$ cat src/rtl/serial_eeprom_pkg.sv
package serial_eeprom_pkg;

    // Bit positions inside the software-visible serial register
    localparam int PIN_CS  = 7;
    localparam int PIN_CLK = 6;
    localparam int PIN_DI  = 1;
    localparam int PIN_DO  = 0;

    // Command opcodes (bits 9:8 of the shifted command)
    localparam logic [1:0] OPC_EXT   = 2'b00;
    localparam logic [1:0] OPC_WRITE = 2'b01;
    localparam logic [1:0] OPC_READ  = 2'b10;
    localparam logic [1:0] OPC_ERASE = 2'b11;

    // Extended sub-codes (bits 7:6 when the opcode is OPC_EXT)
    localparam logic [1:0] SUB_LOCK   = 2'b00;
    localparam logic [1:0] SUB_FILL   = 2'b01;
    localparam logic [1:0] SUB_WIPE   = 2'b10;
    localparam logic [1:0] SUB_UNLOCK = 2'b11;

    typedef enum logic [2:0] {
        SER_IDLE,
        SER_CMD,
        SER_SHOUT,
        SER_DATA_ONE,
        SER_DATA_ALL
    } ser_state_e;

endpackage

$ cat src/rtl/serial_eeprom_gate.sv
module serial_eeprom_gate #(
    parameter logic [2:0] REGION_A = 3'd0,
    parameter logic [2:0] REGION_B = 3'd2,
    parameter logic [7:0] KEY_A    = 8'h0A,
    parameter logic [7:0] KEY_B    = 8'h40
) (
    input  logic       clk,
    input  logic       rst_n,
    input  logic       wr_en,
    input  logic [2:0] wr_region,
    input  logic [7:0] wr_data,
    output logic       open_o
);

    typedef struct packed {
        logic step_a;
        logic step_b;
    } gate_t;

    gate_t gate_d, gate_q;

    always_comb begin
        gate_d = gate_q;
        if (wr_en && wr_region == REGION_A) begin
            if (wr_data == KEY_A) begin
                gate_d.step_a = 1'b1;
            end else begin
                gate_d.step_a = 1'b0;
                gate_d.step_b = 1'b0;
            end
        end else if (wr_en && wr_region == REGION_B) begin
            gate_d.step_b = (wr_data == KEY_B);
        end
    end

    always_ff @(posedge clk or negedge rst_n) begin
        if (!rst_n) begin
            gate_q <= '0;
        end else begin
            gate_q <= gate_d;
        end
    end

    assign open_o = gate_q.step_a && gate_q.step_b;

endmodule

$ cat src/rtl/serial_eeprom_store.sv
module serial_eeprom_store #(
    parameter int WORDS  = 128,
    parameter int DATA_W = 16,
    localparam int ADDR_W = $clog2(WORDS)
) (
    input  logic              clk,
    input  logic              rst_n,
    input  logic [ADDR_W-1:0] raddr,
    output logic [DATA_W-1:0] rdata,
    input  logic              we_one,
    input  logic              we_all,
    input  logic [ADDR_W-1:0] waddr,
    input  logic [DATA_W-1:0] wdata
);

    logic [DATA_W-1:0] word_q [WORDS];

    generate
        for (genvar gi = 0; gi < WORDS; gi++) begin : g_word
            logic hit;
            assign hit = we_all || (we_one && waddr == ADDR_W'(gi));

            always_ff @(posedge clk or negedge rst_n) begin
                if (!rst_n) begin
                    word_q[gi] <= '1;
                end else if (hit) begin
                    word_q[gi] <= wdata;
                end
            end
        end
    endgenerate

    assign rdata = word_q[raddr];

endmodule

$ cat src/rtl/serial_eeprom_fsm.sv
module serial_eeprom_fsm
    import serial_eeprom_pkg::*;
#(
    parameter int WORDS  = 128,
    parameter int DATA_W = 16,
    localparam int ADDR_W   = $clog2(WORDS),
    localparam int CMD_BITS = ADDR_W + 3,
    localparam int CNT_W    = $clog2(DATA_W + 1)
) (
    input  logic              clk,
    input  logic              rst_n,
    input  logic              reg_we,
    input  logic [7:0]        reg_wdata,
    output logic [7:0]        reg_q,
    output logic [ADDR_W-1:0] mem_raddr,
    input  logic [DATA_W-1:0] mem_rdata,
    output logic              mem_we_one,
    output logic              mem_we_all,
    output logic [ADDR_W-1:0] mem_waddr,
    output logic [DATA_W-1:0] mem_wdata
);

    typedef struct packed {
        ser_state_e        st;
        logic [DATA_W-1:0] sr;
        logic [CNT_W-1:0]  cnt;
        logic [ADDR_W-1:0] addr;
        logic              wen;
        logic [7:0]        pins;
    } ser_t;

    ser_t s_d, s_q;

    logic [DATA_W-1:0] shifted;
    logic [CNT_W-1:0]  cnt_inc;
    logic [1:0]        opc;
    logic [1:0]        sub;
    logic [7:0]        pins_new;
    logic              cs_rise, clk_rise, clk_fall;

    assign shifted  = {s_q.sr[DATA_W-2:0], reg_wdata[PIN_DI]};
    assign cnt_inc  = s_q.cnt + CNT_W'(1);
    assign opc      = shifted[CMD_BITS-1 -: 2];
    assign sub      = shifted[CMD_BITS-3 -: 2];
    assign cs_rise  = !s_q.pins[PIN_CS]  &&  reg_wdata[PIN_CS];
    assign clk_rise = !s_q.pins[PIN_CLK] &&  reg_wdata[PIN_CLK];
    assign clk_fall =  s_q.pins[PIN_CLK] && !reg_wdata[PIN_CLK];
    assign mem_raddr = shifted[ADDR_W-1:0];

    always_comb begin
        s_d        = s_q;
        pins_new   = reg_wdata;
        pins_new[PIN_DO] = 1'b1;
        mem_we_one = 1'b0;
        mem_we_all = 1'b0;
        mem_waddr  = s_q.addr;
        mem_wdata  = shifted;

        if (reg_we) begin
            if (cs_rise) begin
                s_d.st = SER_IDLE;
            end
            if (clk_rise) begin
                unique case (s_d.st)
                    SER_IDLE: begin
                        if (reg_wdata[PIN_DI]) begin
                            s_d.st  = SER_CMD;
                            s_d.cnt = '0;
                            s_d.sr  = '0;
                        end
                    end
                    SER_CMD: begin
                        s_d.sr  = shifted;
                        s_d.cnt = cnt_inc;
                        if (cnt_inc == CNT_W'(CMD_BITS)) begin
                            s_d.addr = shifted[ADDR_W-1:0];
                            s_d.cnt  = '0;
                            s_d.st   = SER_IDLE;
                            unique case (opc)
                                OPC_WRITE: s_d.st = SER_DATA_ONE;
                                OPC_READ: begin
                                    s_d.sr   = mem_rdata;
                                    s_d.cnt  = CNT_W'(DATA_W);
                                    s_d.st   = SER_SHOUT;
                                    pins_new[PIN_DO] = 1'b0;
                                end
                                OPC_ERASE: begin
                                    mem_we_one = s_q.wen;
                                    mem_waddr  = shifted[ADDR_W-1:0];
                                    mem_wdata  = '1;
                                end
                                default: begin
                                    unique case (sub)
                                        SUB_UNLOCK: s_d.wen = 1'b1;
                                        SUB_LOCK:   s_d.wen = 1'b0;
                                        SUB_FILL:   s_d.st  = SER_DATA_ALL;
                                        default: begin
                                            mem_we_all = s_q.wen;
                                            mem_wdata  = '1;
                                        end
                                    endcase
                                end
                            endcase
                        end
                    end
                    SER_SHOUT: begin
                        pins_new[PIN_DO] = s_q.sr[DATA_W-1];
                        s_d.sr  = {s_q.sr[DATA_W-2:0], 1'b0};
                        s_d.cnt = s_q.cnt - CNT_W'(1);
                        if (s_q.cnt == CNT_W'(1)) begin
                            s_d.st = SER_IDLE;
                        end
                    end
                    default: begin
                        s_d.sr  = shifted;
                        s_d.cnt = cnt_inc;
                        if (cnt_inc == CNT_W'(DATA_W)) begin
                            mem_we_one = s_q.wen && (s_q.st == SER_DATA_ONE);
                            mem_we_all = s_q.wen && (s_q.st == SER_DATA_ALL);
                            s_d.st     = SER_IDLE;
                        end
                    end
                endcase
            end else if (reg_wdata[PIN_CS] && clk_fall) begin
                pins_new[PIN_DO] = s_q.pins[PIN_DO];
            end
            s_d.pins = pins_new;
        end
    end

    always_ff @(posedge clk or negedge rst_n) begin
        if (!rst_n) begin
            s_q.st   <= SER_IDLE;
            s_q.sr   <= '0;
            s_q.cnt  <= '0;
            s_q.addr <= '0;
            s_q.wen  <= 1'b0;
            s_q.pins <= 8'h01;
        end else begin
            s_q <= s_d;
        end
    end

    assign reg_q = s_q.pins;

endmodule

$ cat src/rtl/serial_eeprom_port.sv
module serial_eeprom_port #(
    parameter int         WORDS      = 128,
    parameter int         DATA_W     = 16,
    parameter logic [2:0] SER_REGION = 3'd5,
    parameter logic [7:0] SER_OFFSET = 8'h80
) (
    input  logic       clk,
    input  logic       rst_n,
    input  logic       wr_en,
    input  logic [2:0] wr_region,
    input  logic [7:0] wr_offset,
    input  logic [7:0] wr_data,
    input  logic [7:0] rd_offset,
    output logic [7:0] rd_data,
    output logic       gate_open
);

    localparam int ADDR_W = $clog2(WORDS);

    logic              reg_we;
    logic [7:0]        ser_reg;
    logic [ADDR_W-1:0] mem_raddr;
    logic [DATA_W-1:0] mem_rdata;
    logic              mem_we_one;
    logic              mem_we_all;
    logic [ADDR_W-1:0] mem_waddr;
    logic [DATA_W-1:0] mem_wdata;

    serial_eeprom_gate u_gate (
        .clk       (clk),
        .rst_n     (rst_n),
        .wr_en     (wr_en),
        .wr_region (wr_region),
        .wr_data   (wr_data),
        .open_o    (gate_open)
    );

    assign reg_we = wr_en && gate_open && (wr_region == SER_REGION) && (wr_offset == SER_OFFSET);

    serial_eeprom_fsm #(.WORDS(WORDS), .DATA_W(DATA_W)) u_fsm (
        .clk        (clk),
        .rst_n      (rst_n),
        .reg_we     (reg_we),
        .reg_wdata  (wr_data),
        .reg_q      (ser_reg),
        .mem_raddr  (mem_raddr),
        .mem_rdata  (mem_rdata),
        .mem_we_one (mem_we_one),
        .mem_we_all (mem_we_all),
        .mem_waddr  (mem_waddr),
        .mem_wdata  (mem_wdata)
    );

    serial_eeprom_store #(.WORDS(WORDS), .DATA_W(DATA_W)) u_store (
        .clk    (clk),
        .rst_n  (rst_n),
        .raddr  (mem_raddr),
        .rdata  (mem_rdata),
        .we_one (mem_we_one),
        .we_all (mem_we_all),
        .waddr  (mem_waddr),
        .wdata  (mem_wdata)
    );

    assign rd_data = (gate_open && rd_offset == SER_OFFSET) ? ser_reg : 8'hFF;

endmodule

$ cat config.mk
export PLATFORM = sky130hd
export DESIGN_NAME = serial_eeprom_port
export DESIGN_NICKNAME = d
export VERILOG_FILES = /design/src/rtl/serial_eeprom_pkg.sv /design/src/rtl/serial_eeprom_gate.sv /design/src/rtl/serial_eeprom_store.sv /design/src/rtl/serial_eeprom_fsm.sv /design/src/rtl/serial_eeprom_port.sv
export SDC_FILE = /design/constraint.sdc
export NUM_CORES = 2
export LEC_CHECK = 0
export ABC_AREA = 0
export BUFFER_PORTS_ARGS = -buffer_cell sky130_fd_sc_hd__buf_2
export CAP_MARGIN = 10
export CORE_MARGIN = 3
export CORE_UTILIZATION = 46
export CTS_CLUSTER_SIZE = 20
export DETAILED_ROUTE_END_ITERATION = 10
export PLACE_DENSITY_LB_ADDON = 0.15
export SETUP_SLACK_MARGIN = 0.3
export SLEW_MARGIN = 20
export SYNTH_ARGS = -nofsm -noshare
export SYNTH_HDL_FRONTEND = slang
export SYNTH_SLANG_ARGS = --single-unit
$ cat constraint.sdc
create_clock -name clk -period 4.8 [get_ports clk]
set_clock_uncertainty 0.15 [all_clocks]
set_input_delay 0.96 -clock clk [delete_from_list [all_inputs] [get_ports clk]]
set_output_delay 0.96 -clock clk [all_outputs]
set_load 0.005 [all_outputs]
==> impl_results.md <==
* Utilization after layout at 52.2%
* Io pins at 39
* Slew Limit Fails at 0
* Vias in the first global route at 58.9k
* Clock slew at reported path FFs at 0.06 ns
* Global-route wire length before repair at 408,000 um
* Critical path peak fanout at 36
* Hold Slack at around 0.15 ns
* CP startpoint kind: register
* Post-synth top area cell: dfstp_2
* Most frequent cells in the layout: dfstp_2, mux2_2, mux4_2
* Netlist Area Pre-Place at 101,000 um2
* Synth warn at 0
* Ys flop type: dfstp_2
* DRT Pass-1 Iters at 5
* CP Data Arrival Time at between 4 and 5 ns
* Maximum number of pins on one net before global-route repair at approximately 180
* Asr flop ratio synth at 100%
* DP Area at ~110,000 um2
* Clock latency on the worst-skew pair at 0.86 ns
* Final Hold Vio Count at 0
* Setup TNS at 0 ns
* RD Place Congestion at 0.881
* Area of the die at between 200,000 and 250,000 um2
* GR Overflow Total at 0
* H-tree levels at 4
* Fmax at 0.251 GHz
* Slew @ Worst Pin at 1.07 ns
* CTS tree: done
* Pleak at 46.1 nW
* Wire per inst at 29.4 um
* Placeable Area at about 220,000 um2
* Req. time, crit path at 5.40 ns
* Peak VDD IR at 0.365 mV
* PD cells at 317 nW/um2
* Clock root buffer: clkbuf_16
* Mapped Avg Cell Area at approximately 16 um2
* Synth area leaders: dfstp_2, mux2_2, mux4_2
* Hold crit path type: input pin to register
* Row count at 171
* Final WL at 273,000 um
* Total GRT Usage at 24.5%
* DR DRC count at 0
* Clock buffer depth at 3
* Clock sink count at 2,090
* Worst setup EP type: register
* Die W at about 470 um
* Run status: complete, no violations
* Initial Util at 46.3%
* RSZ-0062 raised after global routing: false
* Initial antenna violation count at 10
* Synth top area share at between 50% and 60%
* DP HPWL at 168,000 um
* Endpoints failing setup at 0
* Final min period at 3.99 ns
* Synth cell types at 82
* Syn nets at 6,253
* CTS buffer count at 222
* Area Growth Syn to Fin at 12.7%
* Design area at 113,000 um2
* Crit path kind: register to register
* Total design power at 0.0359 W
* EDFF count, synth at 0
* Nets at 6,297
* Syn Inst Count at between 6k and 7k
* Slew margin rel. at 28.5%
* Input/output buffers at 38
* Die H at 474 um
* Final Cycle Share at 83.0%
* Initial DRC count at roughly 3.9k
* Number of max-cap violations at 0
* Share of cells above drive strength 1 at 87.0%
* Seq/Total Area, Yosys at 54.5%
* Post-DRT Antenna Nets at 0
* Vias/cell at 6.02
* #FFs+latches synth at roughly 2.1k
* DR vias at 56.0k
* Leading cell type in the layout, fill and taps excluded: dfstp_2
[critical path, stage by stage, from the launching register on]
cell,delay (ns)
dfrtp_1,0.53
ha_1,0.27
and2_1,0.19
a31o_2,0.21
and3_2,0.48
o2111ai_1,0.39
a21oi_1,0.25
buf_4,0.29
a21o_4,0.58
buf_12,0.28
mux2_2,0.19
[through the flow]
| step | cells | setup WS, ns |
|---|---|---|
| floorplan | 6209 | 0.771 |
| CTS | 9297 | 0.597 |
| detailed placement | 8882 | 0.266 |
| finish | 9302 | 0.815 |
| global route | 9299 | 0.644 |
| global placement | 8882 | 0.189 |
[power by group]
group / switching (W) / total, W / leakage, nW / internal [W]
registers: 0.0000000360 / 0.0177 / 21.7 / 0.0177
logic: 0.000546 / 0.000755 / 20.7 / 0.000209
clock network: 0.00733 / 0.0174 / 3.71 / 0.0101
total: 0.00788 / 0.0359 / 46.1 / 0.0280
[registers in the layout, indices dropped and copies added (netlist names)]
| register | flops |
|---|---|
| u_fsm.mem_raddr | 6 |
| u_fsm.opc | 2 |
| u_store.word_q | 2048 |
| u_fsm.reg_q | 8 |
| u_gate.gate_q | 2 |
| u_fsm.s_q | 24 |
[layer usage]
layer / vias to the layer above / global-route usage (%) / share of wire (%)
li1: 23485 / - / -
met1: 30838 / 34.4 / 45
met5: - / 0 / 0
met4: 0 / 8.19 / 3.5
met3: 420 / 4.68 / 5.1
met2: 1224 / 38.5 / 47
[synthesized netlist by cell type (all sizes together), types with 5 or more instances]
cell        n
mux2     2064
dfstp    2049
mux4      556
clkbuf    343
buf       248
nand2     160
mux2i     123
a31oi     111
a21oi      76
o21ai      53
nor2       50
dfrtp      41
a22oi      37
nor3       29
a221o      27
nand3      23
nand4      21
nor2b      16
inv        15
a21o       14
ha         14
o211ai     13
nand2b     12
a221oi      8
or2         8
a2111oi     6
and3        6
o22ai       6
a211oi      5
and2        5
nor4        5
o2111ai     5
o31ai       5
[timing repair]
action,4_1_cts,5_1_grt
setup buffers,0,0
resized for setup,0,1
hold endpoints to repair,8,0
hold buffers,1,0
endpoints found under the setup margin,0,21
[kinds of logic (layout without fill, tap and decap cells)]
| group | after synthesis | after routing | share of synthesized area (%) |
|---|---|---|---|
| compound gates | 392 | 392 | 3.45 |
| xor+xnor | 3 | 3 | 0.0336 |
| fa+ha+maj | 14 | 14 | 0.174 |
| buf+inv | 607 | 841 | 2.69 |
| flops | 2090 | 2090 | 54.5 |
| mux | 2743 | 2743 | 37.4 |
| other cells | 0 | 5 | 0 |
| simple gates | 360 | 360 | 1.79 |
[cell type report]
class                   count  area (um2)
fillers                 17878      104000
diodes                      5        12.5
clock inverters            71         865
repair buffers            411        3990
clock buffers             343        6650
inverters                  16        67.6
well taps                2854        3570
flip-flops and latches   2090       54900
multi-input cells        3512       43400
[final timing paths]
check	slack, ns	end	start	depth (start not counted)
worst max-delay path	0.81	u_store.word_q[1666]$_DFFE_PN1P_	u_fsm.s_q[16]$_DFFE_PN0P_	10
worst min-delay path	0.15	u_fsm.reg_q[4]$_DFFE_PN0P_	wr_data[4]	3
worst max register to register	0.81	u_store.word_q[1666]$_DFFE_PN1P_	u_fsm.s_q[16]$_DFFE_PN0P_	10
worst min register to register	0.32	u_fsm.reg_q[3]$_DFFE_PN0P_	u_fsm.reg_q[3]$_DFFE_PN0P_	2
max in group asynchronous	2.55	u_store.word_q[1666]$_DFFE_PN1P_	rst_n	3
min in group asynchronous	0.61	u_fsm.s_q[17]$_DFFE_PN0P_	rst_n	2
Power figures use the tool's default switching activity.
